==> config.mk <==
export PLATFORM = sky130hd
export DESIGN_NAME = fanout_distributor
export DESIGN_NICKNAME = d
export VERILOG_FILES = /design/src/rtl/fanout_distributor.sv
export SDC_FILE = /design/constraint.sdc
export NUM_CORES = 2
export LEC_CHECK = 0
export ABC_AREA = 0
export BUFFER_PORTS_ARGS = -buffer_cell sky130_fd_sc_hd__buf_2
export CAP_MARGIN = 10
export CORE_AREA = 2 2 500 502
export DETAILED_ROUTE_END_ITERATION = 8
export DIE_AREA = 0 0 502 504
export GPL_TIMING_DRIVEN = 0
export HOLD_SLACK_MARGIN = 0.03
export PLACE_DENSITY = 0.66
export SLEW_MARGIN = 20
export SYNTH_ARGS = -nofsm -noshare
export SYNTH_HDL_FRONTEND = slang
export SYNTH_SLANG_ARGS = --single-unit
==> constraint.sdc <==
create_clock -name clk -period 11.4 [get_ports clk]
set_input_delay 0.57 -clock clk [delete_from_list [all_inputs] [get_ports clk]]
set_output_delay 0.57 -clock clk [all_outputs]
set_load 0.05 [all_outputs]
==> src/rtl/fanout_distributor.sv <==
module fanout_distributor #(
  parameter int ADDR_W  = 32,
  parameter int N_CORES = 32,
  parameter int N_RULES = 16,
  localparam int CB = $clog2(N_CORES),
  localparam int RB = $clog2(N_RULES)
) (
  input  logic                        clk,
  input  logic                        rst_n,
  input  logic                        rule_we,
  input  logic [RB-1:0]               rule_waddr,
  input  logic                        rule_wvalid,
  input  logic [ADDR_W-1:0]           rule_src_lo,
  input  logic [ADDR_W-1:0]           rule_src_hi,
  input  logic [ADDR_W-1:0]           rule_dst_lo,
  input  logic [ADDR_W-1:0]           rule_dst_hi,
  input  logic                        spk_valid,
  output logic                        spk_ready,
  input  logic [ADDR_W-1:0]           spk_src,
  output logic [N_CORES-1:0]          core_req,
  output logic [N_CORES*ADDR_W-1:0]   core_dst,
  output logic [ADDR_W-1:0]           core_src,
  input  logic [N_CORES-1:0]          core_done,
  output logic                        idle
);

  typedef enum logic [1:0] {S_IDLE, S_SCAN, S_LOAD, S_WAIT} st_t;

  st_t               st;
  logic              rv  [N_RULES];
  logic [ADDR_W-1:0] rsl [N_RULES];
  logic [ADDR_W-1:0] rsh [N_RULES];
  logic [ADDR_W-1:0] rdl [N_RULES];
  logic [ADDR_W-1:0] rdh [N_RULES];

  logic [ADDR_W-1:0]  src_q, cur, last;
  logic [RB-1:0]      ridx;
  logic [N_CORES-1:0] pending, mask, pend_left;

  always_ff @(posedge clk) begin
    if (!rst_n) begin
      for (int i = 0; i < N_RULES; i++) begin
        rv[i]  <= 1'b0;
        rsl[i] <= '0;
        rsh[i] <= '0;
        rdl[i] <= '0;
        rdh[i] <= '0;
      end
    end else if (rule_we) begin
      rv[rule_waddr]  <= rule_wvalid;
      rsl[rule_waddr] <= rule_src_lo;
      rsh[rule_waddr] <= rule_src_hi;
      rdl[rule_waddr] <= rule_dst_lo;
      rdh[rule_waddr] <= rule_dst_hi;
    end
  end

  wire [ADDR_W-1:0] base       = {cur[ADDR_W-1:CB], {CB{1'b0}}};
  wire              last_batch = (base[ADDR_W-1:CB] == last[ADDR_W-1:CB]);
  wire              last_rule  = (ridx == RB'(N_RULES - 1));
  wire              hit        = rv[ridx] && (src_q >= rsl[ridx]) && (src_q <= rsh[ridx])
                                 && (rdl[ridx] <= rdh[ridx]);

  for (genvar k = 0; k < N_CORES; k++) begin : g_lane
    wire [ADDR_W-1:0] slot = {base[ADDR_W-1:CB], CB'(k)};
    assign mask[k] = (slot >= cur) && (slot <= last);
    assign core_dst[k*ADDR_W +: ADDR_W] = slot;
  end

  assign pend_left = pending & ~core_done;

  always_ff @(posedge clk) begin
    if (!rst_n) begin
      st      <= S_IDLE;
      src_q   <= '0;
      ridx    <= '0;
      cur     <= '0;
      last    <= '0;
      pending <= '0;
    end else begin
      case (st)
        S_IDLE: if (spk_valid) begin
          src_q <= spk_src;
          ridx  <= '0;
          st    <= S_SCAN;
        end
        S_SCAN: begin
          if (hit) begin
            cur  <= rdl[ridx];
            last <= rdh[ridx];
            st   <= S_LOAD;
          end else if (last_rule) begin
            st <= S_IDLE;
          end else begin
            ridx <= ridx + 1'b1;
          end
        end
        S_LOAD: begin
          pending <= mask;
          st      <= S_WAIT;
        end
        default: begin
          pending <= pend_left;
          if (pend_left == '0) begin
            if (!last_batch) begin
              cur <= base + ADDR_W'(N_CORES);
              st  <= S_LOAD;
            end else if (last_rule) begin
              st <= S_IDLE;
            end else begin
              ridx <= ridx + 1'b1;
              st   <= S_SCAN;
            end
          end
        end
      endcase
    end
  end

  assign core_req  = pending;
  assign core_src  = src_q;
  assign spk_ready = (st == S_IDLE);
  assign idle      = (st == S_IDLE);

endmodule

==> flow_summary.ini <==
[drt]
routedWlPerCell_um = 31.1
ant_nets = 0
drcViolationCount = 0
via_per_inst = 5.64
vias = 74300
drt_iter0_drc = 11200
wl_um = 410000
dr.pass1.iters = 7

[global_route]
grt_usage_pct = 31.6
grt_pass1_vias = 71600
gr-total-overflow = 0
grt_start_max_net_pins = 43
antenna_found_initial = 104
grt_first_pass_wirelength_um = 556000

[floorplan]
die_y_um = 504
initial_core_util_pct = 44.3
die_w_um = 502
rows = 183
ios = 1291
die_area_um2 = 253000
core_um2 = 248000

[clock_tree]
post_cts_buffers = 0
cts_buffer_depth = 3
cts-root-buf = clkbuf_16
clock-sinks = 2202
cts-buffers-inserted = 217
clkLatencyLatePin_ps = 900
ctsHoldBuffers = 131
cts.clk_slew.worst_paths_ps = 60
postCtsResizedCells = 0
cts_tree = done
htree_num_levels = 4

[finish]
fin_nets = 9939
drive_above_1_share_pct = 35.4
stdcell_count = 13200
area_growth_pct = 21.1
mostFrequentLayoutCell = and2_1
layout_common_cells = and2_1 (2055), edfxtp_1 (2048), buf_2 (1207)
fin_util_pct = 53.7

[timing]
maxSlewViolCount = 0
worst_pin_slew_ps = 1250
fmax_mhz = 117
fin_tns_setup_ps = 0
max_slew_margin_pct = 16.8
timing.hold.ws_ps = 64.5
skew_ps = 29.2
final_hold_viol_count = 0
setup_viol = 0
fin_crit_ps = 8580
rsz0062_at_grt = false
fin_crit_sh_pct = 75.2

[power_and_ir_drop]
power.density_nw_per_um2 = 161
vdd_drop_max_uv = 138
intPower_mw = 14.8
cellLeakagePower_nw = 52.4
clockPowerShare_pct = 32.9
swShare_pct = 30.8
pwr-share-seq_pct = 44.4
combPwrFrac_pct = 22.8
power_switching_mw = 6.57

[setup_path]
startpoint_type = flip-flop
critPathTopFamily = buffers and inverters
cp_cell_sequence = buf_6, buf_2, buf_2, clkbuf_1, buf_2, mux4_2, mux4_2, inv_1, ha_1, and4_1, nand4_1, nor2_1, o41a_1, o221ai_1, o21ai_4, nand2_2, buf_2, a32o_1
worst_r2r_endpoint = cur[4]$_SDFFE_PN0P_
cpMostUsedCell = buf_2
critical_path.max_fanout = 10
crit_slowest_cell = clkbuf_1
ff2ff_setup_slack_ps = 2820
crit_path_max_incr_delay_ps = 900
end_kind = flip-flop
worstPathArrival_ps = 9350
path_buf_inv = 7
critPathRequiredTime_ps = 12180
worstSetupPathType = flip-flop to flip-flop
reg2reg_depth = 18

[synth]
yosys_warnings = 0
ys_seq_area_share_pct = 58.9
syn_inst = 7802
synth_top_area_share_pct = 56.1
synth_top_family_by_area = simple AND/OR/NAND/NOR gates
synth_seq_cells = 2202
synth_compound_area_share_pct = 2.64
synth-edff-count = 2048
yosysTopAreaCell = edfxtp_1
yosys-top-cells-area = edfxtp_1 (56%), mux4_2 (13%), and2_1 (12%), buf_4 (7.0%), dfxtp_1 (2.8%)
synthFlopType = edfxtp_1
synthSimpleGateAreaFrac_pct = 14.1
synthXorXnorAreaFrac_pct = 0
synth_async_sr_flop_share_pct = 0
synthAdderAreaFrac_pct = 1.48
syn-cell-area_um2 = 110000
synth.area.mux_share_pct = 13.3
avgSynthCellArea_um2 = 14.1
synth_cell_type_count = 69

[worst_hold_path]
hp-start = rule_src_lo[19]
hold_depth = 2
hold_path_end = rsl[0][19]$_SDFFCE_PN0P_
hold_path.class = input port to flip-flop

[place]
placed_cells = 12600
dp_hpwl_um = 299000
gp_congestion = 0.914
port_buffers = 1128

[status]
status = finished clean

[run]
cap_violations = 0
[final cells by class]
class                   instances  area [um2]
inverters                     138         518
multi-input cells            4016       35300
well taps                    3330        4170
clock inverters               121         968
repair buffers               1429       11200
plain buffers                1604       10000
fillers                     20100      115000
clock buffers                 284        5810
diodes                         52         130
flip-flops and latches       2202       64700
[worst max path at each step]
stage,startpoint,to,cells after the start
floorplan,rst_n,rdh[2][0]$_SDFFCE_PN0P_,5
global placement,rst_n,rsl[7][8]$_SDFFCE_PN0P_,3
detailed placement,flip-flop,cur[2]$_SDFFE_PN0P_,18
CTS,flip-flop,cur[4]$_SDFFE_PN0P_,18
global route,flip-flop,cur[17]$_SDFFE_PN0P_,18
finish,flip-flop,cur[4]$_SDFFE_PN0P_,18
[worst reg2reg max path: stages, from the launching register on]
cell,delay [ps]
dfxtp_1,520
buf_6,250
buf_2,340
buf_2,690
clkbuf_1,900
buf_2,690
mux4_2,600
mux4_2,480
inv_1,240
ha_1,200
and4_1,230
nand4_1,170
nor2_1,520
o41a_1,840
o221ai_1,520
o21ai_4,490
nand2_2,200
buf_2,300
a32o_1,290
[registers in the layout, indices dropped and copies added, names as in the netlist, named ones only]
name      count
last         32
rsl         512
ridx          4
rv           16
rsh         512
rdl         512
st            2
rdh         512
core_src     32
core_req     32
cur          32
[stage by stage]
stage	cell area (um2)	setup slack (ps)	total power [mW]
2_1_floorplan	110000	278	12.8
3_3_place_gp	120000	-12530	14.4
3_5_place_dp	125000	3240	14.4
4_1_cts	133000	3180	21.3
5_1_grt	133000	2740	21.8
6_report	133000	2820	21.3
[power groups by stage]
stage	clock, mW	combinational (mW)	sequential, mW
finish	7.01	4.85	9.47
detailed placement	0	4.75	9.63
global placement	0	4.44	9.98
CTS	7.00	4.81	9.46
floorplan	0	3.13	9.71
global route	7.29	5.03	9.50
[kinds of logic after synthesis]
family,after synthesis
AO/OA/AOI/OAI,465
adder cells (fa/ha/maj),130
buffers and inverters,1742
flip-flops,2202
multiplexers,660
other,2
AND/OR/NAND/NOR,2601
[layer usage]
metal  GRT usage, %  vias up  wire length, um
met1           39.9    37400           145000
li1               -    30700                -
met2           49.3     5095           187000
met3           9.99     1016            53400
met4           15.5       74            23800
met5              0        -              509
[synthesized netlist by cell type (16+ instances only)]
| cell | n |
|---|---|
| a21o_1 | 26 |
| and3_1 | 16 |
| nand4_1 | 32 |
| nor3_1 | 49 |
| nand3_1 | 77 |
| buf_2 | 74 |
| o31ai_1 | 22 |
| inv_1 | 138 |
| a21oi_1 | 160 |
| ha_1 | 130 |
| edfxtp_1 | 2048 |
| and2_1 | 2055 |
| mux4_2 | 636 |
| o21ai_0 | 134 |
| nand2_1 | 181 |
| dfxtp_1 | 154 |
| buf_4 | 1028 |
| mux2i_1 | 16 |
| nor2b_1 | 30 |
| nor2_1 | 105 |
| clkbuf_1 | 492 |
Power figures use the tool's default switching activity.
